File: config.mk
export PLATFORM = sky130hd
export DESIGN_NAME = spirf_read_engine
export DESIGN_NICKNAME = d
export VERILOG_FILES = /design/src/rtl/spirf_pkg.sv /design/src/rtl/spirf_cfg_sel.sv /design/src/rtl/spirf_seq.sv /design/src/rtl/spirf_shifter.sv /design/src/rtl/spirf_read_engine.sv
export SDC_FILE = /design/constraint.sdc
export NUM_CORES = 1
export LEC_CHECK = 0
export ABC_AREA = 1
export BUFFER_PORTS_ARGS = -buffer_cell sky130_fd_sc_hd__buf_2
export CAP_MARGIN = 40
export CORE_MARGIN = 2
export CORE_UTILIZATION = 50
export CTS_CLUSTER_SIZE = 24
export DETAILED_ROUTE_END_ITERATION = 8
export PLACE_DENSITY = 0.76
export SLEW_MARGIN = 40
export SYNTH_ARGS = -nofsm -noshare
export SYNTH_HDL_FRONTEND = slang
export SYNTH_SLANG_ARGS = --single-unit
File: constraint.sdc
create_clock -name clk -period 2.1 [get_ports clk]
set_input_delay 0 -clock clk [delete_from_list [all_inputs] [get_ports clk]]
set_output_delay 0 -clock clk [all_outputs]
set_load 0.02 [all_outputs]
File: src/rtl/spirf_pkg.sv
package spirf_pkg;
  localparam int CFG_W    = 32;
  localparam int FLASH_AW = 32;
  localparam int RD_BYTES = 4;
  localparam int RD_BITS  = RD_BYTES * 8;
  localparam int CNT_W    = 8;
  localparam int SCK_DIV  = 4;
  localparam int PHASE_W  = $clog2(SCK_DIV);
  localparam int HALF_DIV = SCK_DIV / 2;
  localparam int TX_W     = 8 + FLASH_AW;

  typedef enum logic [1:0] {
    MODE_NORMAL = 2'd0,
    MODE_FAST   = 2'd1,
    MODE_WRITE  = 2'd2,
    MODE_USER   = 2'd3
  } cmd_mode_e;

  typedef enum logic [1:0] {
    ST_IDLE  = 2'd0,
    ST_SHIFT = 2'd1,
    ST_TAIL  = 2'd2
  } seq_state_e;

  typedef struct packed {
    cmd_mode_e   mode;
    logic [7:0]  opcode;
    logic        wide_addr;
    logic [2:0]  dummy_bytes;
  } rd_cfg_t;
endpackage

File: src/rtl/spirf_cfg_sel.sv
module spirf_cfg_sel import spirf_pkg::*; #(
  parameter int NUM_CS = 3,
  parameter int CS_W   = 2
) (
  input  logic [NUM_CS*CFG_W-1:0] cfg_words,
  input  logic [CS_W-1:0]         cs_idx,
  output rd_cfg_t                 cfg,
  output logic                    cs_ok
);
  rd_cfg_t dec [NUM_CS];
  logic [NUM_CS-1:0] unused_cfg_bits;

  for (genvar g = 0; g < NUM_CS; g++) begin : g_dec
    logic [CFG_W-1:0] word;
    assign word = cfg_words[g*CFG_W +: CFG_W];
    // mode [1:0], opcode [23:16], wide [13], dummy {14, 7:6}
    assign dec[g] = {word[1:0], word[23:16], word[13], word[14], word[7:6]};
    assign unused_cfg_bits[g] = ^{word[31:24], word[15], word[12:8], word[5:2]};
  end

  always_comb begin
    cfg   = '0;
    cs_ok = 1'b0;
    for (int i = 0; i < NUM_CS; i++) begin
      if (cs_idx == CS_W'(i)) begin
        cfg   = dec[i];
        cs_ok = 1'b1;
      end
    end
  end
endmodule

File: src/rtl/spirf_seq.sv
module spirf_seq import spirf_pkg::*; (
  input  logic             clk,
  input  logic             rst_n,
  input  logic             start,
  input  logic [CNT_W-1:0] hdr_bits,
  input  logic [CNT_W-1:0] data_start,
  input  logic [CNT_W-1:0] last_bit,
  output seq_state_e       state,
  output logic             sck,
  output logic             bit_end,
  output logic             in_hdr,
  output logic             sample_en,
  output logic             active
);
  seq_state_e         state_q, state_d;
  logic [PHASE_W-1:0] phase_q, phase_d;
  logic [CNT_W-1:0]   cnt_q, cnt_d;
  logic [CNT_W-1:0]   hdr_q, dstart_q, last_q;

  always_comb begin
    state_d = state_q;
    phase_d = phase_q;
    cnt_d   = cnt_q;
    unique case (state_q)
      ST_IDLE: begin
        if (start) begin
          state_d = ST_SHIFT;
          phase_d = '0;
          cnt_d   = '0;
        end
      end
      ST_SHIFT: begin
        phase_d = phase_q + 1'b1;
        if (phase_q == PHASE_W'(SCK_DIV-1)) begin
          if (cnt_q == last_q) state_d = ST_TAIL;
          else                 cnt_d   = cnt_q + 1'b1;
        end
      end
      ST_TAIL: state_d = ST_IDLE;
      default: state_d = ST_IDLE;
    endcase
  end

  always_ff @(posedge clk or negedge rst_n) begin
    if (!rst_n) begin
      state_q <= ST_IDLE;
      phase_q <= '0;
      cnt_q   <= '0;
    end else begin
      state_q <= state_d;
      phase_q <= phase_d;
      cnt_q   <= cnt_d;
    end
  end

  always_ff @(posedge clk or negedge rst_n) begin
    if (!rst_n) begin
      hdr_q    <= '0;
      dstart_q <= '0;
      last_q   <= '0;
    end else if (start && state_q == ST_IDLE) begin
      hdr_q    <= hdr_bits;
      dstart_q <= data_start;
      last_q   <= last_bit;
    end
  end

  assign state     = state_q;
  assign active    = (state_q == ST_SHIFT);
  assign sck       = active && (phase_q >= PHASE_W'(HALF_DIV));
  assign bit_end   = active && (phase_q == PHASE_W'(SCK_DIV-1));
  assign sample_en = active && (phase_q == PHASE_W'(HALF_DIV)) && (cnt_q >= dstart_q);
  assign in_hdr    = (cnt_q < hdr_q);

  // the bit counter never runs past the latched transaction length
  assert_bit_bound_R9: assert property (@(posedge clk) disable iff (!rst_n)
    (state_q == ST_SHIFT) |-> (cnt_q <= last_q));
  // a transaction always ends through the tail cycle before idle
  assert_tail_before_idle_R9: assert property (@(posedge clk) disable iff (!rst_n)
    (state_q == ST_TAIL) |=> (state_q == ST_IDLE));
endmodule

File: src/rtl/spirf_shifter.sv
module spirf_shifter import spirf_pkg::*; (
  input  logic                clk,
  input  logic                rst_n,
  input  logic                load,
  input  logic [7:0]          opcode,
  input  logic                wide,
  input  logic [FLASH_AW-1:0] flash_addr,
  input  logic                shift_en,
  input  logic                active,
  input  logic                in_hdr,
  input  logic                sample_en,
  input  logic                miso,
  output logic                mosi,
  output logic [RD_BITS-1:0]  rx_word
);
  logic [TX_W-1:0]    tx_q, tx_d;
  logic [RD_BITS-1:0] rx_q, rx_d;

  always_comb begin
    tx_d = tx_q;
    if (load) begin
      if (wide) tx_d = {opcode, flash_addr};
      else      tx_d = {opcode, flash_addr[23:0], 8'hFF};
    end else if (shift_en) begin
      tx_d = {tx_q[TX_W-2:0], 1'b1};
    end
  end

  always_comb begin
    rx_d = rx_q;
    if (load)           rx_d = '0;
    else if (sample_en) rx_d = {rx_q[RD_BITS-2:0], miso};
  end

  always_ff @(posedge clk or negedge rst_n) begin
    if (!rst_n) begin
      tx_q <= '1;
      rx_q <= '0;
    end else begin
      if (load || shift_en)  tx_q <= tx_d;
      if (load || sample_en) rx_q <= rx_d;
    end
  end

  // header bits from the shift register, then a constant high line
  assign mosi = (active && in_hdr) ? tx_q[TX_W-1] : 1'b1;

  // first byte shifted in holds the lowest address: move it to the low lane
  for (genvar b = 0; b < RD_BYTES; b++) begin : g_swap
    assign rx_word[b*8 +: 8] = rx_q[(RD_BYTES-1-b)*8 +: 8];
  end
endmodule

File: src/rtl/spirf_read_engine.sv
module spirf_read_engine import spirf_pkg::*; #(
  parameter  int NUM_CS   = 3,
  parameter  int WIN_BITS = 26,
  localparam int CS_W     = (NUM_CS > 1) ? $clog2(NUM_CS) : 1,
  localparam int ADDR_W   = CS_W + WIN_BITS
) (
  input  logic                    clk,
  input  logic                    rst_n,
  input  logic                    rd_valid,
  output logic                    rd_ready,
  input  logic [ADDR_W-1:0]       rd_addr,
  input  logic [NUM_CS*CFG_W-1:0] cfg_words,
  output logic                    rsp_valid,
  output logic [RD_BITS-1:0]      rsp_data,
  output logic [NUM_CS-1:0]       spi_cs_n,
  output logic                    spi_sck,
  output logic                    spi_mosi,
  input  logic                    spi_miso
);
  logic [CS_W-1:0]     cs_idx;
  logic [WIN_BITS-1:0] win_off;
  rd_cfg_t             cfg;
  logic                cs_ok, mode_ok;
  logic                accept, launch, refuse;
  logic [2:0]          dummy_n;
  logic [CNT_W-1:0]    hdr_bits, data_start, last_bit;
  logic [FLASH_AW-1:0] flash_addr;
  seq_state_e          state;
  logic                bit_end, in_hdr, sample_en, active;
  logic [RD_BITS-1:0]  rx_word;
  logic [NUM_CS-1:0]   sel_q, sel_d;
  logic                rsp_valid_q, rsp_valid_d;
  logic [RD_BITS-1:0]  rsp_data_q, rsp_data_d;

  assign cs_idx  = rd_addr[ADDR_W-1 -: CS_W];
  assign win_off = rd_addr[WIN_BITS-1:0];

  spirf_cfg_sel #(.NUM_CS(NUM_CS), .CS_W(CS_W)) u_sel (
    .cfg_words (cfg_words),
    .cs_idx    (cs_idx),
    .cfg       (cfg),
    .cs_ok     (cs_ok)
  );

  assign rd_ready = (state == ST_IDLE);
  assign mode_ok  = (cfg.mode == MODE_NORMAL) || (cfg.mode == MODE_FAST);
  assign accept   = rd_valid && rd_ready;
  assign launch   = accept && cs_ok && mode_ok;
  assign refuse   = accept && !(cs_ok && mode_ok);

  assign dummy_n    = (cfg.mode == MODE_FAST) ? cfg.dummy_bytes : 3'd0;
  assign hdr_bits   = cfg.wide_addr ? CNT_W'(8 + 32) : CNT_W'(8 + 24);
  assign data_start = hdr_bits + CNT_W'({dummy_n, 3'b000});
  assign last_bit   = data_start + CNT_W'(RD_BITS - 1);
  assign flash_addr = FLASH_AW'(win_off);

  spirf_seq u_seq (
    .clk        (clk),
    .rst_n      (rst_n),
    .start      (launch),
    .hdr_bits   (hdr_bits),
    .data_start (data_start),
    .last_bit   (last_bit),
    .state      (state),
    .sck        (spi_sck),
    .bit_end    (bit_end),
    .in_hdr     (in_hdr),
    .sample_en  (sample_en),
    .active     (active)
  );

  spirf_shifter u_shift (
    .clk        (clk),
    .rst_n      (rst_n),
    .load       (launch),
    .opcode     (cfg.opcode),
    .wide       (cfg.wide_addr),
    .flash_addr (flash_addr),
    .shift_en   (bit_end),
    .active     (active),
    .in_hdr     (in_hdr),
    .sample_en  (sample_en),
    .miso       (spi_miso),
    .mosi       (spi_mosi),
    .rx_word    (rx_word)
  );

  always_comb begin
    sel_d = sel_q;
    if (launch) sel_d = NUM_CS'(1) << cs_idx;
  end

  always_comb begin
    rsp_valid_d = refuse || (state == ST_TAIL);
    rsp_data_d  = (state == ST_TAIL) ? rx_word : '0;
  end

  always_ff @(posedge clk or negedge rst_n) begin
    if (!rst_n) begin
      sel_q       <= '0;
      rsp_valid_q <= 1'b0;
      rsp_data_q  <= '0;
    end else begin
      if (launch) sel_q <= sel_d;
      rsp_valid_q <= rsp_valid_d;
      if (rsp_valid_d) rsp_data_q <= rsp_data_d;
    end
  end

  assign spi_cs_n  = (state != ST_IDLE) ? ~sel_q : '1;
  assign rsp_valid = rsp_valid_q;
  assign rsp_data  = rsp_data_q;

  // never more than one chip select low
  assert_cs_onehot_R2: assert property (@(posedge clk) disable iff (!rst_n)
    $onehot0(~spi_cs_n));
  // the serial clock only pulses inside a selected transaction
  assert_sck_inside_cs_R9: assert property (@(posedge clk) disable iff (!rst_n)
    spi_sck |-> !(&spi_cs_n));
  // chip select is released only after the clock has returned low
  assert_release_after_fall_R9: assert property (@(posedge clk) disable iff (!rst_n)
    $rose(&spi_cs_n) |-> !$past(spi_sck));
  // no request is taken while a chip select is active
  assert_busy_not_ready_R10: assert property (@(posedge clk) disable iff (!rst_n)
    !(&spi_cs_n) |-> !rd_ready);
  // refused reads answer at once with zero and stay off the bus
  assert_refuse_quiet_R3: assert property (@(posedge clk) disable iff (!rst_n)
    refuse |=> (rsp_valid && (rsp_data == '0) && (&spi_cs_n)));
endmodule

==> flow_metrics.tcl <==
set metrics [dict create \
    crit_path_start_kind "flop" \
    fp.dieH_microns 120 \
    synthToLayoutAreaGrowth_pct 28.6 \
    grt_pass1_vias 5839 \
    slowest_delay_ns 0.46 \
    synth_seq_cells 131 \
    start_util 0.511 \
    cts_buffers 17 \
    dr_total_vias 6128 \
    vdd_drop_max_mv 0.637 \
    hp-class "in2reg" \
    synth_cells 814 \
    clockPowerShare 0.351 \
    cts_hold_buffers 42 \
    total_power_uw 10200 \
    postCtsSetupBuffers 0 \
    synth_area_sq_mm 0.00674 \
    gp_congestion 0.889 \
    cp_max_fo 31 \
    cts_root_buf "clkbuf_16" \
    worstSetupEndpointType "flop" \
    post_cts_resized 0 \
    rows 42 \
    crit_required_ns 2.46 \
    wirelength_mm 17.1 \
    drc 0 \
    h-tree-depth 4 \
    critical_path_class "reg2reg" \
    clockBufferDepth 2 \
    p_leak_uw 0.00430 \
    grt-ovfl-total 0 \
    synth-edff-count 0 \
    yosysSeqAreaShare 0.494 \
    die-area_sq_mm 0.0144 \
    first_iter_violations 442 \
    post-route-period-util 0.900 \
    ios 167 \
    grt_pass1_wl_mm 28.2 \
    postLayoutCoreUtil 0.657 \
    synth-main-ff-cell "dfrtp_1" \
    antenna_found_initial 1 \
    cts_tree "built" \
    port_buffers 112 \
    fmax_mhz 529 \
    cap_violations 0 \
    power_density_mw_per_mm2 1170 \
    vias_per_cell 5.29 \
    cts.clk_slew.worst_paths_ns 0.06 \
    worstPathArrival_ns 2.25 \
    p_int_uw 6810 \
    path_cells "inv_1 > ha_1 > nand4_1 > o2111ai_2 > buf_4 > nand3_1 > nand2_1" \
    synth_area_leaders "dfrtp_1, dfstp_2, nand2_1, inv_1, nand3_1" \
    ys_warn_count 0 \
    seq_power_share 0.349 \
    synth_top_area_frac 0.338 \
    synth_area_leader_cell "dfrtp_1" \
    fin_area_sq_mm 0.00866 \
    p_sw_uw 3360 \
    status "complete, no violations" \
    combPwrFrac 0.299 \
    synth.distinct_cells 40 \
    hpwl_mm 10.6 \
    drv_slew 0 \
    synth_nets 952 \
    cts.sinks 131 \
    min_period_ns 1.89 \
    hold_viol 0 \
    grt_max_degree 52 \
    coreArea_sq_mm 0.0132 \
    synth.avg_cell_area_sq_um 8.28 \
    clock_latency_ns 0.42 \
    setup_viol 0 \
    slowest_stage "dfrtp_1" \
    max_slew_margin 0.647 \
    grt_usage 0.248 \
    drtAntennaViolNets 0 \
    die-width_microns 120 \
    dpl_cell_area_sq_mm 0.00753 \
    tns_ns 0 \
    skew_ns 0.00755 \
    nNetsFinal 1108 \
    ys_async_sr_fraction 1.00 \
    worstMarginPinSlew_ns 0.529 \
    wl_per_cell_microns 14.7 \
    switching_share 0.330 \
    drive_above_1_share 0.254 \
    rsz0062_at_grt "false" \
    drt_first_pass_iters 5 \
]
==> path summary, 6_finish.rpt <==
kind | startpoint | endpoint | slack, ns | cells past startpoint
worst max register to register | u_seq.cnt_q[3] | u_shift.rx_q[14] | 0.21 | 7
min in group asynchronous | rst_n | rsp_data[21] | 0.11 | 2
worst max-delay path | u_seq.cnt_q[3] | u_shift.rx_q[14] | 0.21 | 7
worst min-delay path | cfg_words[21] | u_shift.tx_q[37] | 0.04 | 5
worst min register to register | u_shift.tx_q[3] | u_shift.tx_q[3] | 0.47 | 2
max in group asynchronous | rst_n | u_shift.tx_q[32] | 1.29 | 3
==> cell type report <==
class / count / area [sq um]
fill: 1020 / 4530
sequential: 131 / 3330
multi-input combinational: 490 / 2610
timing repair buffer: 179 / 1220
inverter: 151 / 574
clock buffer: 17 / 425
clock inverter: 14 / 283
tap: 176 / 220
antenna: 1 / 2.50
==> cell families (layout without fill, tap and decap cells) <==
group / Yosys count / after routing / share of synthesized area
DFF: 131 / 131 / 0.494
adders and majority gates: 10 / 10 / 0.0186
xor gates and xnor gates: 10 / 10 / 0.0130
buffers and inverters: 193 / 361 / 0.120
and+or+nand+nor: 333 / 333 / 0.219
AOI/OAI and AO/OA: 137 / 137 / 0.136
other: 0 / 1 / 0
==> power groups by stage <==
stage                     Clock [uW]  Sequential, uW  Combinational [uW]
after global placement             0            3560                2840
after global routing            3730            3600                3390
after CTS                       3610            3540                3020
after detailed placement           0            3570                2900
after floorplan                    0            3510                2190
final                           3570            3550                3040
==> registers in the layout, summed over array words and instances (netlist names) <==
signal / cells
rsp_valid: 1
u_shift.tx_q: 40
u_seq.state: 2
u_seq.phase_q: 2
sel_q: 3
u_seq.last_q: 6
u_seq.cnt_q: 8
rsp_data: 32
u_seq.hdr_q: 1
u_seq.dstart_q: 4
u_shift.rx_q: 32
==> worst max-delay path, delay by kind of cell (launching register included) <==
family / cells / cell delay [ns]
flip-flops: 1 / 0.46
AO/OA/AOI/OAI: 1 / 0.23
AND/OR/NAND/NOR: 3 / 0.34
buffers and inverters: 2 / 0.49
adder cells (fa/ha/maj): 1 / 0.30
==> metrics by stage <==
step	setup slack, ns	hold slack (ns)	std cells
final	0.209	0.0415	1159
after CTS	0.242	0.0162	1158
after detailed placement	0.136	0.0181	1085
after floorplan	0.372	-0.296	814
after global placement	0.194	0.0239	1085
after global routing	0.0975	0.0748	1159
==> cell usage after synthesis, drive strengths merged (21+ instances only) <==
cell type and number:
o211ai 21, dfstp 40, nor2 59, buf 37, dfrtp 91, nand2 190
o22ai 37, nand3 68, o221ai 24, inv 149, o21ai 45
==> cells in the final DEF (no fill, tap or decap), types with 17 or more instances in the layout <==
cell type and count:
buf_2 111, buf_4 22, clkbuf_16 17, dfrtp_1 91, dfstp_2 40, dlygate4sd3_1 42, inv_1 139, nand2_1 185
nand3_1 64, nor2_1 48, o211ai_1 21, o21ai_0 22, o221ai_1 24, o22ai_1 37
==> routing by layer <==
| metal | track usage | part of all wire | up-vias |
|---|---|---|---|
| li1 | - | - | 2953 |
| met1 | 0.315 | 0.42 | 2896 |
| met2 | 0.412 | 0.49 | 235 |
| met3 | 0.0528 | 0.052 | 44 |
| met4 | 0.103 | 0.032 | 0 |
| met5 | 0 | 0 | - |
Power figures use the tool's default switching activity.
